<file path="src/rtl/slot_tx_pkg.sv">
package slot_tx_pkg;
    typedef enum logic [1:0] {
        S_IDLE  = 2'd0,
        S_SYNC  = 2'd1,
        S_SHIFT = 2'd2
    } seq_state_t;

    typedef enum logic [1:0] {
        M_RUN     = 2'd0,
        M_RECOVER = 2'd1,
        M_HALT    = 2'd2
    } flow_mode_t;
endpackage

</file>
<file path="src/rtl/bclk_divider.sv">
module bclk_divider #(
    parameter int DIV_W = 8
) (
    input  logic             clk,
    input  logic             rst_n,
    input  logic             en,
    input  logic [DIV_W-1:0] div,
    output logic             bclk,
    output logic             bit_end
);
    logic [DIV_W-1:0] cnt;
    logic             phase;

    always_ff @(posedge clk or negedge rst_n) begin
        if (!rst_n) begin
            cnt   <= '0;
            phase <= 1'b0;
        end else if (!en) begin
            cnt   <= '0;
            phase <= 1'b0;
        end else if (cnt == div) begin
            cnt   <= '0;
            phase <= ~phase;
        end else begin
            cnt <= cnt + 1'b1;
        end
    end

    assign bclk    = phase;
    assign bit_end = en && phase && (cnt == div);

    // the bit clock is low in any cycle following a disabled one
    p_idle_low_r1: assert property (@(posedge clk) disable iff (!rst_n)
        !$past(en) |-> !bclk);
endmodule

</file>
<file path="src/rtl/tx_fifo.sv">
module tx_fifo #(
    parameter int W     = 16,
    parameter int DEPTH = 8
) (
    input  logic         clk,
    input  logic         rst_n,
    input  logic         flush,
    input  logic         push,
    input  logic         pop,
    input  logic [W-1:0] din,
    output logic [W-1:0] dout,
    output logic         empty,
    output logic         full
);
    localparam int AW = (DEPTH > 1) ? $clog2(DEPTH) : 1;
    localparam int CW = $clog2(DEPTH + 1);

    logic [W-1:0]  mem [DEPTH];
    logic [AW-1:0] rp, wp;
    logic [CW-1:0] cnt;
    logic          do_push, do_pop;

    assign empty   = (cnt == '0);
    assign full    = (cnt == CW'(DEPTH));
    assign do_push = push && !full;
    assign do_pop  = pop && !empty;
    assign dout    = mem[rp];

    always_ff @(posedge clk or negedge rst_n) begin
        if (!rst_n) begin
            rp  <= '0;
            wp  <= '0;
            cnt <= '0;
        end else if (flush) begin
            rp  <= '0;
            wp  <= '0;
            cnt <= '0;
        end else begin
            if (do_push) wp <= (wp == AW'(DEPTH - 1)) ? '0 : wp + 1'b1;
            if (do_pop)  rp <= (rp == AW'(DEPTH - 1)) ? '0 : rp + 1'b1;
            if (do_push && !do_pop)      cnt <= cnt + 1'b1;
            else if (do_pop && !do_push) cnt <= cnt - 1'b1;
        end
    end

    always_ff @(posedge clk) begin
        if (do_push && !flush) mem[wp] <= din;
    end

    p_pop_nonempty_r5: assert property (@(posedge clk) disable iff (!rst_n)
        pop |-> !empty);
    p_count_bound_r12: assert property (@(posedge clk) disable iff (!rst_n)
        cnt <= CW'(DEPTH));
    p_full_drops_r12: assert property (@(posedge clk) disable iff (!rst_n)
        full && push && !pop && !flush |=> full);
endmodule

</file>
<file path="src/rtl/slot_audio_tx.sv">
module slot_audio_tx
    import slot_tx_pkg::*;
#(
    parameter int DATA_W     = 16,
    parameter int SLOTS      = 8,
    parameter int FIFO_DEPTH = 8,
    parameter int DIV_W      = 8
) (
    input  logic                       clk,
    input  logic                       rst_n,
    input  logic                       soft_rst,
    input  logic                       tx_en,
    input  logic [DIV_W-1:0]           bclk_div,
    input  logic [$clog2(DATA_W)-1:0]  word_len_m1,
    input  logic [$clog2(SLOTS)-1:0]   frame_len_m1,
    input  logic [SLOTS-1:0]           slot_mask,
    input  logic                       cont_on_err,
    input  logic                       err_clr,
    input  logic                       wr_valid,
    input  logic [DATA_W-1:0]          wr_data,
    output logic                       fifo_full,
    output logic                       bclk,
    output logic                       fsync,
    output logic                       sdata,
    output logic                       err_flag
);
    localparam int LEN_W  = $clog2(DATA_W);
    localparam int SLOT_W = $clog2(SLOTS);

    seq_state_t        state;
    flow_mode_t        mode, mode_nxt;
    logic [SLOT_W-1:0] slot_q, err_slot, errslot_nxt, nxt_slot;
    logic [LEN_W-1:0]  bit_q;
    logic [DATA_W-1:0] shreg, fifo_dout, aligned;
    logic              en, bit_end, fifo_empty, fifo_pop, err_set;
    logic              last_bit, start_slot, frame_end;

    assign en = tx_en && !soft_rst;

    bclk_divider #(.DIV_W(DIV_W)) u_div (
        .clk(clk), .rst_n(rst_n), .en(en), .div(bclk_div),
        .bclk(bclk), .bit_end(bit_end)
    );

    tx_fifo #(.W(DATA_W), .DEPTH(FIFO_DEPTH)) u_fifo (
        .clk(clk), .rst_n(rst_n), .flush(soft_rst), .push(wr_valid),
        .pop(fifo_pop), .din(wr_data), .dout(fifo_dout),
        .empty(fifo_empty), .full(fifo_full)
    );

    assign last_bit   = (bit_q == word_len_m1);
    assign nxt_slot   = (state == S_SYNC) ? '0 : SLOT_W'(slot_q + 1'b1);
    assign start_slot = bit_end && ((state == S_SYNC) ||
                        (state == S_SHIFT && last_bit && slot_q != frame_len_m1));
    assign frame_end  = bit_end && state == S_SHIFT && last_bit && slot_q == frame_len_m1;
    assign aligned    = fifo_dout << (LEN_W'(DATA_W - 1) - word_len_m1);

    // slot-start decision and flow-mode transitions
    always_comb begin
        fifo_pop    = 1'b0;
        err_set     = 1'b0;
        mode_nxt    = mode;
        errslot_nxt = err_slot;
        if (start_slot && !slot_mask[nxt_slot]) begin
            unique case (mode)
                M_RUN: begin
                    if (!fifo_empty) begin
                        fifo_pop = 1'b1;
                    end else begin
                        err_set     = 1'b1;
                        errslot_nxt = nxt_slot;
                        mode_nxt    = cont_on_err ? M_RECOVER : M_HALT;
                    end
                end
                M_RECOVER: begin
                    if (nxt_slot == err_slot) begin
                        if (!fifo_empty) begin
                            fifo_pop = 1'b1;
                            mode_nxt = M_RUN;
                        end else begin
                            err_set = 1'b1;
                        end
                    end
                end
                default: ;
            endcase
        end
        if (frame_end && mode == M_HALT && !err_flag) mode_nxt = M_RUN;
    end

    // state register
    always_ff @(posedge clk or negedge rst_n) begin
        if (!rst_n) begin
            state    <= S_IDLE;
            mode     <= M_RUN;
            slot_q   <= '0;
            bit_q    <= '0;
            err_slot <= '0;
        end else if (!en) begin
            state    <= S_IDLE;
            mode     <= M_RUN;
            slot_q   <= '0;
            bit_q    <= '0;
            err_slot <= '0;
        end else begin
            mode     <= mode_nxt;
            err_slot <= errslot_nxt;
            unique case (state)
                S_IDLE: state <= S_SYNC;
                S_SYNC: if (bit_end) begin
                    state  <= S_SHIFT;
                    slot_q <= '0;
                    bit_q  <= '0;
                end
                S_SHIFT: if (bit_end) begin
                    if (last_bit) begin
                        bit_q <= '0;
                        if (slot_q == frame_len_m1) state <= S_SYNC;
                        else slot_q <= nxt_slot;
                    end else begin
                        bit_q <= bit_q + 1'b1;
                    end
                end
                default: state <= S_IDLE;
            endcase
        end
    end

    // outputs
    always_ff @(posedge clk or negedge rst_n) begin
        if (!rst_n) begin
            err_flag <= 1'b0;
            fsync    <= 1'b0;
            sdata    <= 1'b0;
            shreg    <= '0;
        end else begin
            if (soft_rst) err_flag <= 1'b0;
            else          err_flag <= err_set || (err_flag && !err_clr);
            if (!en) begin
                fsync <= 1'b0;
                sdata <= 1'b0;
                shreg <= '0;
            end else if (state == S_IDLE || frame_end) begin
                fsync <= 1'b1;
                sdata <= 1'b0;
                shreg <= '0;
            end else if (start_slot) begin
                fsync <= 1'b0;
                sdata <= fifo_pop ? aligned[DATA_W-1] : 1'b0;
                shreg <= fifo_pop ? (aligned << 1) : '0;
            end else if (bit_end) begin
                sdata <= shreg[DATA_W-1];
                shreg <= shreg << 1;
            end
        end
    end

    p_sync_state_r3: assert property (@(posedge clk) disable iff (!rst_n)
        fsync |-> state == S_SYNC);
    p_masked_silent_r6: assert property (@(posedge clk) disable iff (!rst_n)
        start_slot && slot_mask[nxt_slot] |=> !sdata);
    p_err_on_empty_r7: assert property (@(posedge clk) disable iff (!rst_n)
        $rose(err_flag) |-> $past(fifo_empty));
    p_resume_run_r8: assert property (@(posedge clk) disable iff (!rst_n)
        mode == M_RECOVER && fifo_pop && en |=> mode == M_RUN);
    p_halt_no_pop_r10: assert property (@(posedge clk) disable iff (!rst_n)
        mode == M_HALT |-> !fifo_pop);
    p_soft_reset_r11: assert property (@(posedge clk) disable iff (!rst_n)
        $past(soft_rst) |-> !err_flag && state == S_IDLE && fifo_empty);
endmodule

</file>
<file path="config.mk">
export PLATFORM = sky130hd
export DESIGN_NAME = slot_audio_tx
export DESIGN_NICKNAME = d
export VERILOG_FILES = /design/src/rtl/slot_tx_pkg.sv /design/src/rtl/bclk_divider.sv /design/src/rtl/tx_fifo.sv /design/src/rtl/slot_audio_tx.sv
export SDC_FILE = /design/constraint.sdc
export NUM_CORES = 1
export LEC_CHECK = 0
export BUFFER_PORTS_ARGS = -buffer_cell sky130_fd_sc_hd__buf_4
export CAP_MARGIN = 20
export CORE_ASPECT_RATIO = 1.75
export CORE_MARGIN = 3
export CORE_UTILIZATION = 45
export CTS_CLUSTER_DIAMETER = 30
export CTS_CLUSTER_SIZE = 16
export DETAILED_ROUTE_END_ITERATION = 16
export PLACE_DENSITY_LB_ADDON = 0.2
export SLEW_MARGIN = 20
export SYNTH_ARGS = -nofsm -noshare
export SYNTH_HDL_FRONTEND = slang
export SYNTH_HIERARCHICAL = 1
export SYNTH_SLANG_ARGS = --single-unit
</file>
<file path="constraint.sdc">
create_clock -name clk -period 4.1 [get_ports clk]
set_input_delay 0.41 -clock clk [delete_from_list [all_inputs] [get_ports clk]]
set_output_delay 0.41 -clock clk [all_outputs]
set_load 0.005 [all_outputs]
</file>
# After elaboration in Yosys (flattened, before gate mapping)
# Memory sizes are Yosys's and may differ from the RTL's.
# Cells that the tools add are included.
# W data, S select, Z words.
op_classes:
  add_sub_neg: 8
  n_lt_le_gt_ge: 1
  n_eq_ne: 29
  shifts: 1
  mux: 69
  n_bitwise: 1
  n_reduce_logical: 40
ops:
  columns: ["op", "n"]
  rows:
  - ["$mux W16", 5]
  - ["$mux W3", 16]
  - ["$mux W4", 7]
  - ["$mux W2", 12]
  - ["$ne A3 B3 Y1 const B", 8]
  - ["$mux W1", 20]
  - ["$ne A4 B4 Y1 const B", 5]
  - ["$logic_and A1 B1 Y1", 18]
  - ["$mux W8", 2]
  - ["$shl A16 B4 Y16", 1]
  - ["$reduce_and A5 Y1", 2]
  - ["$add A3 B1 Y3 const B", 3]
  - ["$add A4 B1 Y4 const B", 2]
  - ["$add A8 B1 Y8 const B", 1]
  - ["$eq A8 B8 Y1", 1]
  - ["$logic_not A1 Y1", 8]
  - ["$ne A2 B2 Y1 const B", 4]
  - ["$pmux W4 S2", 1]
  - ["$eq A3 B3 Y1", 2]
  - ["$eq A3 B3 Y1 const B", 2]
  - ["$pmux W2 S3", 1]
  - ["$pmux W3 S2", 1]
  - ["$reduce_and A3 Y1", 2]
  - ["$eq A2 B1 Y1 const B", 2]
  - ["other kinds (17)", 23]
totals:
  register_bits: 52
  ramBits: 128
  output_inout_bits: 5
  elab_cells: 164
  memories: 1
mem_list:
  columns: ["name", "depth", "width", "read_ports", "rd_clocked_by_memory_dff", "write_ports", "line_no", "rtl"]
  rows:
  - ["u_fifo.mem", 8, 16, 1, 0, 1, "tx_fifo.sv:18", "logic [W-1:0] mem [DEPTH];"]

# Longest topological paths before layout
# Gate-level depths: netlist of run 1.
depth:
  ltp_word: 12
  mapped_depth: 17
  mapped_depth_nobuf: 15

# By module
# The synthesis of run 1 kept the hierarchy.
modules_own_cells:
  columns: ["mod", "n_inst", "cells_per_inst", "area_each_um2", "seq_area_each_um2"]
  rows:
  - ["tx_fifo", 1, 269, 5535.3, 4093.9]
  - ["slot_audio_tx", 1, 273, 2463.6, 800.8]
  - ["bclk_divider", 1, 48, 503.0, 225.2]

# Least setup slack after synthesis of run 1
# OpenSTA, ideal clock, no wires.
synth_timing:
  kind: "in2reg"
  from: "in soft_rst"
  to: "reg u_fifo.cnt[3]"
  setup_time_ns: 0.104
  t_arrival_ns: 3.423
  path_slack_ns: 0.574
  stages: 17
  path_cell_list: "nand2b_1 -> inv_1 -> clkbuf_1 -> nand2_1 -> nor3_1 -> buf_2 -> nand3_1 -> and4bb_4 -> nand2_1 -> nor2_1 -> o41ai_4 -> nand3_2 -> ha_1 -> a21o_1 -> a2111oi_0 -> mux2i_1 -> o311ai_1"
synth_between:
  elab_chain_cells: 12
synth_rtl:
  columns: ["item", "line_no", "rtl"]
  rows:
  - ["from (decl)", "slot_audio_tx.sv:11", "input logic soft_rst,"]
  - ["$logic_not A1 Y1 (*)", "slot_audio_tx.sv:38", "assign en = tx_en && !soft_rst;"]
  - ["$logic_and A1 B1 Y1 (*)", "slot_audio_tx.sv:38", null]
  - ["via en", "slot_audio_tx.sv:35", "logic en, bit_end, fifo_empty, fifo_pop, err_set;"]
  - ["$logic_and A1 B1 Y1 (*) (2 in a row)", "bclk_divider.sv:30", "assign bit_end = en && phase && (cnt == div);"]
  - ["via bit_end", "slot_audio_tx.sv:35", null]
  - ["$logic_and A1 B1 Y1 (*)", "slot_audio_tx.sv:53", "assign start_slot = bit_end && ((state == S_SYNC) ||"]
  - ["$logic_and A1 B1 Y1 (*)", "slot_audio_tx.sv:64", "if (start_slot && !slot_mask[nxt_slot]) begin"]
  - ["$mux W1 (*)", "slot_audio_tx.sv:64", null]
  - ["via fifo_pop", "slot_audio_tx.sv:35", null]
  - ["$logic_and A1 B1 Y1 (*)", "tx_fifo.sv:26", "assign do_pop = pop && !empty;"]
  - ["$logic_not A1 Y1", "tx_fifo.sv:41", "if (do_push && !do_pop) cnt <= cnt + 1'b1;"]
  - ["$logic_and A1 B1 Y1", "tx_fifo.sv:41", null]
  - ["$mux W4", "tx_fifo.sv:41", null]
  - ["$mux W4", "tx_fifo.sv:34", "end else if (flush) begin"]
  - ["to (signal assigned)", "tx_fifo.sv:41", null]
  - ["to (signal assigned)", "tx_fifo.sv:42", "else if (do_pop && !do_push) cnt <= cnt - 1'b1;"]
  - ["to (decl)", "tx_fifo.sv:20", "logic [CW-1:0] cnt;"]
# The timed path passes the listed nets; every way through them passes the cells marked *.
# A chain may end at the register's enable or synchronous reset.

# Worst setup path in the final report of run 1
layout_timing:
  from: "reg u_div.cnt[5]"
  to: "reg u_fifo.cnt[3]"
layout_between:
  elab_chain_cells: 10
layout_rtl:
  columns: ["item", "line_no", "rtl"]
  rows:
  - ["from (decl)", "bclk_divider.sv:11", "logic [DIV_W-1:0] cnt;"]
  - ["from (signal assigned)", "bclk_divider.sv:25", "cnt <= cnt + 1'b1;"]
  - ["$eq A8 B8 Y1 (*)", "bclk_divider.sv:30", null]
  - ["$logic_and A1 B1 Y1 (*)", "bclk_divider.sv:30", null]
  - ["via bit_end", "slot_audio_tx.sv:35", null]
  - ["$logic_and A1 B1 Y1 (*)", "slot_audio_tx.sv:53", null]
  - ["$logic_and A1 B1 Y1 (*)", "slot_audio_tx.sv:64", null]
  - ["$mux W1 (*)", "slot_audio_tx.sv:64", null]
  - ["via fifo_pop", "slot_audio_tx.sv:35", null]
  - ["$logic_and A1 B1 Y1 (*)", "tx_fifo.sv:26", null]
  - ["$logic_not A1 Y1", "tx_fifo.sv:41", null]
  - ["$logic_and A1 B1 Y1", "tx_fifo.sv:41", null]
  - ["$mux W4", "tx_fifo.sv:41", null]
  - ["$mux W4", "tx_fifo.sv:34", null]
# Marked as above.

==> metrics.json, run 1 <==
{
  "net_count_reported_at_finish": {"value": 695},
  "drt_first_pass_iters": {"value": 4},
  "clock_sinks": {"value": 179},
  "grt_overflow_total": {"value": 0},
  "remaining_drc_errors": {"value": 0},
  "fp.coreArea": {"value": 18300, "unit": "um^2"},
  "placedInstanceArea": {"value": 9125, "unit": "um^2"},
  "clk_latency": {"value": 0.42, "unit": "ns"},
  "track_usage": {"value": 17.43, "unit": "%"},
  "post_synth.cell_area_avg": {"value": 14.41, "unit": "um^2"},
  "p_switching": {"value": 0.9673, "unit": "mW"},
  "outcome": {"value": "finished with violations"},
  "mappedNetlistArea": {"value": 8502, "unit": "um^2"},
  "cts.root.buffer_cell": {"value": "sky130_fd_sc_hd__clkbuf_16"},
  "drt-vias-per-instance": {"value": 5.696},
  "fin_setup_tns": {"value": 0, "unit": "ns"},
  "max_cap_viols": {"value": 0},
  "first_pass_grt_wire_length": {"value": 27.29, "unit": "mm"},
  "area_growth_syn_to_layout": {"value": 14.14, "unit": "%"},
  "criticalPathCategory": {"value": "flop to flop"},
  "numCtsBuffers": {"value": 17},
  "route.final.wire_length": {"value": 17.06, "unit": "mm"},
  "number_of_max_slew_violations_in_the_final_report": {"value": 0},
  "report.final.hold_viol_count": {"value": 1},
  "first_global_vias": {"value": 5268},
  "critical_path.startpoint_type": {"value": "flop"},
  "dp.final_hpwl": {"value": 11.47, "unit": "mm"},
  "cp.arrival": {"value": 3.98, "unit": "ns"},
  "antenna_found_initial": {"value": 0},
  "ctsHtreeMaxLevel": {"value": 4},
  "setup.worst_path.end_class": {"value": "flop"},
  "die_width": {"value": 109.9, "unit": "um"},
  "max-clock-path-buffers": {"value": 2},
  "final_common_cell": {"value": "sky130_fd_sc_hd__edfxtp_1"},
  "cellPowerDensity": {"value": 401.0, "unit": "nW/um^2"},
  "pre_cts_slack": {"value": 0.3464, "unit": "ns"},
  "static-leakage-power": {"value": 3.526, "unit": "nW"},
  "placement.io_buffers": {"value": 50},
  "worst_pin_slew": {"value": 1.031, "unit": "ns"},
  "ant_diodes": {"value": 0},
  "grt_max_degree": {"value": 52},
  "synthArstFlopShare": {"value": 28.49, "unit": "%"},
  "timing.hold.ws": {"value": -0.0004253, "unit": "ns"},
  "floorplan.rows": {"value": 65},
  "worst_ep_required_time": {"value": 4.43, "unit": "ns"},
  "final_min_period_over_clock_period": {"value": 89.06, "unit": "%"},
  "tritoncts": {"value": "done"},
  "timing.fmax": {"value": 0.2739, "unit": "GHz"},
  "fin_skew": {"value": 0.01597, "unit": "ns"},
  "post_cts_buffers": {"value": 0},
  "yosys_cell_types": {"value": 61},
  "cts.clk_slew.worst_paths": {"value": 0.08, "unit": "ns"},
  "unrepaired_setup_endpoints_after_global_routing": {"value": "no"},
  "pin_count": {"value": 51},
  "floorplan.initialDensity": {"value": 46.46, "unit": "%"},
  "mostFrequentLayoutCells": {"value": "sky130_fd_sc_hd__edfxtp_1, sky130_fd_sc_hd__buf_4, sky130_fd_sc_hd__dfrtp_1"},
  "timing.hold.worst.class": {"value": "primary input to asynchronous set/reset pin"},
  "detailroute.via_count": {"value": 5047},
  "p_comb_share": {"value": 7.9, "unit": "%"},
  "failed_checks": {"value": "negative hold slack"},
  "first_iter_violations": {"value": 234},
  "report.final.setup_viol": {"value": 0},
  "route.antenna.remaining_nets": {"value": 0},
  "cp_max_fo": {"value": 7},
  "design_area": {"value": 9704, "unit": "um^2"},
  "drive_gt1_share": {"value": 27.61, "unit": "%"},
  "peakVddDrop": {"value": 0.0002870, "unit": "V"},
  "die_area": {"value": 20640, "unit": "um^2"},
  "synth_enable_flop_cells": {"value": 128},
  "syn_inst": {"value": 590},
  "synth.net_count": {"value": 646},
  "most_used_dff_post_synth": {"value": "sky130_fd_sc_hd__edfxtp_1"},
  "period_minus_slack": {"value": 3.651, "unit": "ns"},
  "p_seq_share": {"value": 51.6, "unit": "%"},
  "netSwitchingFraction": {"value": 24.85, "unit": "%"},
  "yosysWarningCount": {"value": 6},
  "seq_area_frac_synth": {"value": 60.22, "unit": "%"},
  "floorplan.die.height": {"value": 187.8, "unit": "um"},
  "place_congestion": {"value": 0.8254},
  "postCtsResizedCells": {"value": 0},
  "power_report.internal_total": {"value": 2.925, "unit": "mW"},
  "post_cts_hold_buffer_count": {"value": 0},
  "wire_per_inst": {"value": 19.25, "unit": "um"},
  "clock_power_share": {"value": 40.5, "unit": "%"},
  "timing.slew.headroom": {"value": 31.05, "unit": "%"},
  "ys_ff_latch": {"value": 179},
  "final.setup.worst_slack": {"value": 0.4486, "unit": "ns"}
}
[cell type report]
cell class / instances / area (um^2)
fillers: 1518 / 8594
flip-flops and latches: 179 / 5121
multi-input cells: 368 / 3188
repair buffers: 63 / 485.5
clock buffers: 18 / 429.2
well taps: 234 / 292.8
clock inverters: 14 / 150.1
inverters: 10 / 37.54
[cells in the mapped netlist (9+ instances only)]
| cell | instances | area (um^2) |
|---|---|---|
| sky130_fd_sc_hd__a21oi_1 | 20 | 100.1 |
| sky130_fd_sc_hd__a22oi_1 | 17 | 127.6 |
| sky130_fd_sc_hd__buf_2 | 9 | 45.04 |
| sky130_fd_sc_hd__clkbuf_1 | 18 | 67.56 |
| sky130_fd_sc_hd__dfrtp_1 | 51 | 1276 |
| sky130_fd_sc_hd__edfxtp_1 | 128 | 3844 |
| sky130_fd_sc_hd__ha_1 | 9 | 112.6 |
| sky130_fd_sc_hd__inv_1 | 9 | 33.78 |
| sky130_fd_sc_hd__mux2_2 | 27 | 304.0 |
| sky130_fd_sc_hd__mux2i_1 | 26 | 260.3 |
| sky130_fd_sc_hd__mux4_2 | 34 | 765.7 |
| sky130_fd_sc_hd__nand2_1 | 40 | 150.1 |
| sky130_fd_sc_hd__nand2b_1 | 12 | 75.07 |
| sky130_fd_sc_hd__nand3_1 | 10 | 50.05 |
| sky130_fd_sc_hd__nor2_1 | 38 | 142.6 |
| sky130_fd_sc_hd__nor3_1 | 10 | 50.05 |
| sky130_fd_sc_hd__o21ai_0 | 16 | 80.08 |
| sky130_fd_sc_hd__o21ai_2 | 11 | 96.34 |
| sky130_fd_sc_hd__xnor2_1 | 17 | 148.9 |
| sky130_fd_sc_hd__xor2_1 | 11 | 96.34 |
[cells by family (layout without fill, tap and decap cells)]
family          after synthesis  in the layout  share of synthesized area, %
compound gates               98             98                         8.389
xor+xnor                     28             28                         2.884
buf+inv                      43            105                         2.472
flops                       179            179                         60.22
simple gates                145            145                         8.830
mux                          87             87                         15.64
fa+ha+maj                    10             10                         1.560
[power by group through the flow]
stage	Clock (mW)	Combinational, mW	Sequential, mW
after global routing	1.69	0.345	2.01
final	1.58	0.308	2.01
after CTS	1.62	0.313	2.01
after global placement	0	0.298	2.04
after detailed placement	0	0.311	2.05
after floorplan	0	0.204	2.03
[state kept, by name, indices dropped and copies added (netlist names)]
| signal | flops |
|---|---|
| u_div/bclk | 1 |
| fsync | 1 |
| sdata | 1 |
| u_div/cnt | 8 |
| slot_q | 3 |
| u_fifo/wp | 3 |
| state | 2 |
| bit_q | 4 |
| mode | 2 |
| shreg | 15 |
| err_slot | 3 |
| u_fifo/cnt | 4 |
| u_fifo/rp | 3 |
| err_flag | 1 |
| u_fifo/mem | 128 |
[stage by stage]
step	total power, mW	hold slack, ns	std cells	util, %
2_1_floorplan	2.238	0.1144	590	-
4_1_cts	3.938	0.02141	886	53.03
6_report	3.892	-0.0004253	886	53.03
3_5_place_dp	2.357	0.4712	854	49.87
5_1_grt	4.049	0.03819	886	53.03
3_3_place_gp	2.342	0.4637	854	49.87
[layer usage]
layer  part of all wire, %  track usage, %  wire [um]  vias to the layer above
met5                     0               0          0                        -
met4                   2.2           6.385        371                        0
met3                   3.3           2.790        571                       26
met2                    56           31.64       9497                       92
met1                    39           20.13       6618                     2557
li1                      -               -          -                     2372
[worst max-delay path, cell delays in order (launching register included)]
cell and delay (ns):
sky130_fd_sc_hd__dfrtp_1 0.43, sky130_fd_sc_hd__xnor2_1 0.22, sky130_fd_sc_hd__nand4_2 0.20, sky130_fd_sc_hd__nor3_1 0.34
sky130_fd_sc_hd__nand3_1 0.14, sky130_fd_sc_hd__and4bb_4 0.42, sky130_fd_sc_hd__nand2_1 0.06, sky130_fd_sc_hd__nor2_1 0.31
sky130_fd_sc_hd__o41ai_4 0.21, sky130_fd_sc_hd__nand3_2 0.15, sky130_fd_sc_hd__ha_1 0.24, sky130_fd_sc_hd__a21o_1 0.20
sky130_fd_sc_hd__a2111oi_0 0.39, sky130_fd_sc_hd__mux2i_1 0.15, sky130_fd_sc_hd__o311ai_1 0.10
[worst paths after layout]
| check | start | slack (ns) | cells after the start | to |
|---|---|---|---|---|
| min in group clk | wr_data[14] | 0.21 | 1 | u_fifo/mem[2][14] |
| worst max register to register | u_div/cnt[5] | 0.45 | 14 | u_fifo/cnt[3] |
| worst max-delay path | u_div/cnt[5] | 0.45 | 14 | u_fifo/cnt[3] |
| worst min-delay path | rst_n | -0.0004 | 1 | err_slot[1] |
| worst min register to register | shreg[1] | 0.48 | 2 | shreg[1] |
| max in group asynchronous | rst_n | 3.61 | 1 | u_fifo/rp[0] |
Power figures use the tool's default switching activity.
==> inputs of run 2 (changes only) <==
Settings changed: REMOVE_ABC_BUFFERS set to 1.
==> metrics.json, run 2 (synthesis gave the netlist of run 1 again) <==
{
  "remaining_drc_errors": {"value": 0},
  "outcome": {"value": "finished with violations"},
  "post_cts_hold_buffer_count": {"value": 0},
  "placement.io_buffers": {"value": 50},
  "die_area": {"value": 20640, "unit": "um^2"},
  "antenna_found_initial": {"value": 0},
  "max-clock-path-buffers": {"value": 2},
  "cpMaxStageDelayCell": {"value": "sky130_fd_sc_hd__dfrtp_1"},
  "cellPowerDensity": {"value": 412.0, "unit": "nW/um^2"},
  "design_area": {"value": 9749, "unit": "um^2"},
  "die_width": {"value": 109.9, "unit": "um"},
  "dp.final_hpwl": {"value": 11.60, "unit": "mm"},
  "number_of_max_slew_violations_in_the_final_report": {"value": 0},
  "clock_sinks": {"value": 179},
  "cts.root.buffer_cell": {"value": "sky130_fd_sc_hd__clkbuf_16"},
  "placedInstanceArea": {"value": 9134, "unit": "um^2"},
  "cp_max_fo": {"value": 14},
  "registers.top_by_ff_count": {"value": "u_fifo/mem"},
  "mostFrequentLayoutCells": {"value": "sky130_fd_sc_hd__edfxtp_1, sky130_fd_sc_hd__buf_4, sky130_fd_sc_hd__dfrtp_1"},
  "worstPathCellList": {"value": "ha_1 -> nand2_1 -> o221ai_1 -> and4bb_4 -> nand2_1 -> nor2_1 -> o41ai_4 -> nand3_2 -> ha_1 -> a21o_1 -> a2111oi_0 -> mux2i_1 -> o311ai_1"},
  "ctsHtreeMaxLevel": {"value": 4},
  "detailroute.via_count": {"value": 5059},
  "ant_diodes": {"value": 0},
  "wire_per_inst": {"value": 19.54, "unit": "um"},
  "period_minus_slack": {"value": 3.660, "unit": "ns"},
  "fp.coreArea": {"value": 18300, "unit": "um^2"},
  "failed_checks": {"value": "negative hold slack"},
  "final_common_cell": {"value": "sky130_fd_sc_hd__edfxtp_1"},
  "worst_pin_slew": {"value": 0.9795, "unit": "ns"},
  "cts.clk_slew.worst_paths": {"value": 0.07, "unit": "ns"},
  "final_min_period_over_clock_period": {"value": 89.27, "unit": "%"},
  "grt_max_degree": {"value": 52},
  "track_usage": {"value": 18.11, "unit": "%"},
  "fin_skew": {"value": 0.007711, "unit": "ns"},
  "total_power": {"value": 4.017, "unit": "mW"},
  "largest_register_ffs": {"value": 128},
  "report.final.hold_viol_count": {"value": 2},
  "drive_gt1_share": {"value": 27.87, "unit": "%"},
  "slowest_delay": {"value": 0.55, "unit": "ns"},
  "final_core_util": {"value": 53.28, "unit": "%"},
  "grt_overflow_total": {"value": 0},
  "drt-vias-per-instance": {"value": 5.703},
  "pin_count": {"value": 51},
  "critical_register_to_register_path_startpoint": {"value": "slot_q[0]"},
  "route.antenna.remaining_nets": {"value": 0},
  "final.setup.worst_slack": {"value": 0.4399, "unit": "ns"},
  "static-leakage-power": {"value": 3.559, "unit": "nW"},
  "setup.worst_path.end_class": {"value": "flop"},
  "placedCellCount": {"value": 856},
  "timing.hold.worst.class": {"value": "primary input to asynchronous set/reset pin"},
  "unrepaired_setup_endpoints_after_global_routing": {"value": "no"},
  "clk_latency": {"value": 0.43, "unit": "ns"},
  "peakVddDrop": {"value": 0.0006292, "unit": "V"},
  "first_global_vias": {"value": 5298},
  "finalNonFillerCells": {"value": 887},
  "post_cts_buffers": {"value": 0},
  "tritoncts": {"value": "done"},
  "first_iter_violations": {"value": 242},
  "worst_ep_required_time": {"value": 4.42, "unit": "ns"},
  "cp.arrival": {"value": 3.98, "unit": "ns"},
  "numCtsBuffers": {"value": 17},
  "report.final.setup_viol": {"value": 0},
  "net_count_reported_at_finish": {"value": 697},
  "startpoint": {"value": "slot_q[0]"},
  "postCtsResizedCells": {"value": 0},
  "critical_path.startpoint_type": {"value": "flop"},
  "drt_first_pass_iters": {"value": 7},
  "floorplan.rows": {"value": 65},
  "first_pass_grt_wire_length": {"value": 27.99, "unit": "mm"},
  "route.final.wire_length": {"value": 17.33, "unit": "mm"},
  "max_cap_viols": {"value": 0},
  "pre_cts_slack": {"value": 0.4070, "unit": "ns"},
  "reg_top3": {"value": "u_fifo/mem x128, shreg x15, u_div/cnt x8"},
  "fin_setup_tns": {"value": 0, "unit": "ns"},
  "timing.fmax": {"value": 0.2732, "unit": "GHz"},
  "place_congestion": {"value": 0.8336},
  "timing.slew.headroom": {"value": 34.70, "unit": "%"},
  "area_growth_syn_to_layout": {"value": 14.67, "unit": "%"},
  "criticalPathCategory": {"value": "flop to flop"},
  "timing.hold.ws": {"value": -0.001367, "unit": "ns"},
  "floorplan.initialDensity": {"value": 46.46, "unit": "%"},
  "floorplan.die.height": {"value": 187.8, "unit": "um"}
}
## run 2: cell types whose count changed in the layout (fill, tap and decap cells not counted), moves of 2 or more
cell                        change
sky130_fd_sc_hd__bufinv_16      +3
sky130_fd_sc_hd__inv_8          -2
sky130_fd_sc_hd__clkinv_8       -2
sky130_fd_sc_hd__buf_4          +2
## run 2: cell type report
class / instances / area, um^2
clock inverter: 14 / 190.2
inverter: 10 / 37.54
timing repair buffer: 65 / 500.5
tap: 234 / 292.8
fill: 1527 / 8549
sequential: 179 / 5121
clock buffer: 17 / 425.4
multi-input combinational: 368 / 3182
## run 2: final timing paths
check	end	cells after the start	slack, ns
min in group clk	u_fifo/mem[3][4]	1	0.20
max in group asynchronous	u_fifo/rp[0]	1	3.62
setup reg to reg	u_fifo/cnt[3]	13	0.44
setup / recovery	u_fifo/cnt[3]	13	0.44
hold / removal	err_slot[0]	1	-0.001
hold reg to reg	shreg[1]	2	0.50
## run 2: layer usage
metal,track usage (%),up-vias,wire (um)
li1,-,2377,-
met1,20.45,2537,6767
met2,32.02,114,9401
met3,3.583,31,615
met4,8.401,0,549
met5,0,-,0
## run 2: worst max-delay path, delay by kind of cell, from the launching register on
| kind | cells | cell delay (ns) |
|---|---|---|
| fa+ha+maj | 2 | 0.74 |
| compound gates | 5 | 1.16 |
| mux | 1 | 0.17 |
| simple gates | 5 | 0.95 |
| flops | 1 | 0.55 |
## run 2: report_power, final
group,total (mW),leakage [nW],internal (mW),switching [mW]
Clock,1.69,0.305,0.978,0.713
Sequential,2.01,1.86,1.98,0.0325
Combinational,0.318,1.39,0.138,0.179
Total,4.02,3.56,3.09,0.924
==> inputs of run 3 (changes only) <==
Settings changed: HOLD_SLACK_MARGIN set to 0.1.
==> metrics.json, run 3 (synthesis gave the netlist of run 1 again) <==
{
  "fin_skew": {"value": 0.007884, "unit": "ns"},
  "placement.io_buffers": {"value": 50},
  "mostFrequentLayoutCells": {"value": "sky130_fd_sc_hd__edfxtp_1, sky130_fd_sc_hd__buf_4, sky130_fd_sc_hd__dfrtp_1"},
  "floorplan.die.height": {"value": 187.8, "unit": "um"},
  "outcome": {"value": "completed"},
  "timing.slew.headroom": {"value": 35.50, "unit": "%"},
  "criticalPathCategory": {"value": "flop to flop"},
  "first_pass_grt_wire_length": {"value": 28.00, "unit": "mm"},
  "final.setup.worst_slack": {"value": 0.4471, "unit": "ns"},
  "first_global_vias": {"value": 5304},
  "slowest_delay": {"value": 0.55, "unit": "ns"},
  "registers.top_by_ff_count": {"value": "u_fifo/mem"},
  "cts.root.buffer_cell": {"value": "sky130_fd_sc_hd__clkbuf_16"},
  "route.antenna.remaining_nets": {"value": 0},
  "report.final.hold_viol_count": {"value": 0},
  "cp.arrival": {"value": 3.97, "unit": "ns"},
  "tritoncts": {"value": "done"},
  "numCtsBuffers": {"value": 17},
  "final_common_cell": {"value": "sky130_fd_sc_hd__edfxtp_1"},
  "track_usage": {"value": 18.11, "unit": "%"},
  "fp.coreArea": {"value": 18300, "unit": "um^2"},
  "r2r_slack": {"value": 0.45, "unit": "ns"},
  "static-leakage-power": {"value": 3.564, "unit": "nW"},
  "cellPowerDensity": {"value": 411.8, "unit": "nW/um^2"},
  "first_iter_violations": {"value": 245},
  "antenna_found_initial": {"value": 0},
  "floorplan.initialDensity": {"value": 46.46, "unit": "%"},
  "dp.final_hpwl": {"value": 11.60, "unit": "mm"},
  "unrepaired_setup_endpoints_after_global_routing": {"value": "no"},
  "net_count_reported_at_finish": {"value": 698},
  "worst_ep_required_time": {"value": 4.42, "unit": "ns"},
  "max-clock-path-buffers": {"value": 2},
  "reg_top3": {"value": "u_fifo/mem x128, shreg x15, u_div/cnt x8"},
  "fin_setup_tns": {"value": 0, "unit": "ns"},
  "critical_path.startpoint_type": {"value": "flop"},
  "cp_max_fo": {"value": 14},
  "final_min_period_over_clock_period": {"value": 89.09, "unit": "%"},
  "drt-vias-per-instance": {"value": 5.685},
  "report.final.setup_viol": {"value": 0},
  "period_minus_slack": {"value": 3.653, "unit": "ns"},
  "wire_per_inst": {"value": 19.48, "unit": "um"},
  "die_width": {"value": 109.9, "unit": "um"},
  "worst_pin_slew": {"value": 0.9675, "unit": "ns"},
  "pin_count": {"value": 51},
  "post_cts_buffers": {"value": 0},
  "drt_first_pass_iters": {"value": 5},
  "die_area": {"value": 20640, "unit": "um^2"},
  "max_cap_viols": {"value": 0},
  "pre_cts_slack": {"value": 0.4070, "unit": "ns"},
  "timing.hold.worst.class": {"value": "primary input to flop"},
  "total_power": {"value": 4.019, "unit": "mW"},
  "timing.fmax": {"value": 0.2738, "unit": "GHz"},
  "placedInstanceArea": {"value": 9134, "unit": "um^2"},
  "detailroute.via_count": {"value": 5048},
  "cts.clk_slew.worst_paths": {"value": 0.07, "unit": "ns"},
  "route.final.wire_length": {"value": 17.30, "unit": "mm"},
  "area_growth_syn_to_layout": {"value": 14.79, "unit": "%"},
  "grt_max_degree": {"value": 52},
  "setup.worst_path.end_class": {"value": "flop"},
  "largest_register_ffs": {"value": 128},
  "place_congestion": {"value": 0.8336},
  "remaining_drc_errors": {"value": 0},
  "ctsHtreeMaxLevel": {"value": 4},
  "peakVddDrop": {"value": 0.0006293, "unit": "V"},
  "timing.critical_path.max_delay_family": {"value": "compound AO/OA/AOI/OAI gates"},
  "clock_sinks": {"value": 179},
  "ant_diodes": {"value": 0},
  "cpMaxStageDelayCell": {"value": "sky130_fd_sc_hd__dfrtp_1"},
  "drive_gt1_share": {"value": 27.83, "unit": "%"},
  "worstPathCellList": {"value": "ha_1 -> nand2_1 -> o221ai_1 -> and4bb_4 -> nand2_1 -> nor2_1 -> o41ai_4 -> nand3_2 -> ha_1 -> a21o_1 -> a2111oi_0 -> mux2i_1 -> o311ai_1"},
  "design_area": {"value": 9759, "unit": "um^2"},
  "number_of_max_slew_violations_in_the_final_report": {"value": 0},
  "critPathBufInv": {"value": 0},
  "placedCellCount": {"value": 856},
  "grt_overflow_total": {"value": 0},
  "floorplan.rows": {"value": 65},
  "finalNonFillerCells": {"value": 888},
  "clk_latency": {"value": 0.43, "unit": "ns"}
}
[run 3: cell types whose count changed in the layout (fill, tap and decap cells not counted)]
cell                            delta
sky130_fd_sc_hd__dlygate4sd3_1     +1
[run 3: what timing repair did]
item	in CTS	in global routing
setup endpoints to repair	0	0
hold buffers	1	0
resized for setup	0	0
hold endpoints to repair	51	0
[run 3: worst register-to-register path, stage by stage (launching register included)]
cell                        delay, ns
sky130_fd_sc_hd__dfrtp_1         0.55
sky130_fd_sc_hd__ha_1            0.50
sky130_fd_sc_hd__nand2_1         0.12
sky130_fd_sc_hd__o221ai_1        0.22
sky130_fd_sc_hd__and4bb_4        0.31
sky130_fd_sc_hd__nand2_1         0.06
sky130_fd_sc_hd__nor2_1          0.30
sky130_fd_sc_hd__o41ai_4         0.21
sky130_fd_sc_hd__nand3_2         0.15
sky130_fd_sc_hd__ha_1            0.24
sky130_fd_sc_hd__a21o_1          0.21
sky130_fd_sc_hd__a2111oi_0       0.41
sky130_fd_sc_hd__mux2i_1         0.17
sky130_fd_sc_hd__o311ai_1        0.11
[run 3: area by class of cell]
class | instances | area, um^2
fillers | 1526 | 8539
flip-flops and latches | 179 | 5121
multi-input cells | 368 | 3182
repair buffers | 66 | 510.5
clock buffers | 17 | 425.4
well taps | 234 | 292.8
clock inverters | 14 | 190.2
inverters | 10 | 37.54
[run 3: per-stage QoR]
stage | utilization (%) | hold slack (ns)
after CTS | 53.33 | 0.1879
after detailed placement | 49.91 | 0.4876
after global placement | 49.91 | 0.4648
after global routing | 53.33 | 0.1948
after floorplan | - | 0.1144
final | 53.33 | 0.2025
[run 3: worst paths after layout]
path	from	endpoint	depth (start not counted)
max	slot_q[0]	u_fifo/cnt[3]	13
min	wr_data[4]	u_fifo/mem[3][4]	1
max reg2reg	slot_q[0]	u_fifo/cnt[3]	13
min reg2reg	shreg[1]	shreg[1]	2
max in group asynchronous	rst_n	u_fifo/rp[0]	2
min in group asynchronous	rst_n	err_slot[0]	2
[run 3: layer usage]
layer	vias up	wire length (um)	share of wire [%]	GRT usage (%)
met5	-	0	0	0
met4	0	544	3.1	8.401
met3	31	589	3.4	3.583
met2	111	9384	54	32.02
met1	2529	6776	39	20.45
li1	2377	-	-	-
[run 3: where the power goes]
group          switching (mW)  internal [mW]  leakage [nW]
Combinational           0.179          0.139          1.40
Clock                   0.714          0.978         0.305
Sequential             0.0323           1.98          1.86
Total                   0.925           3.09          3.56
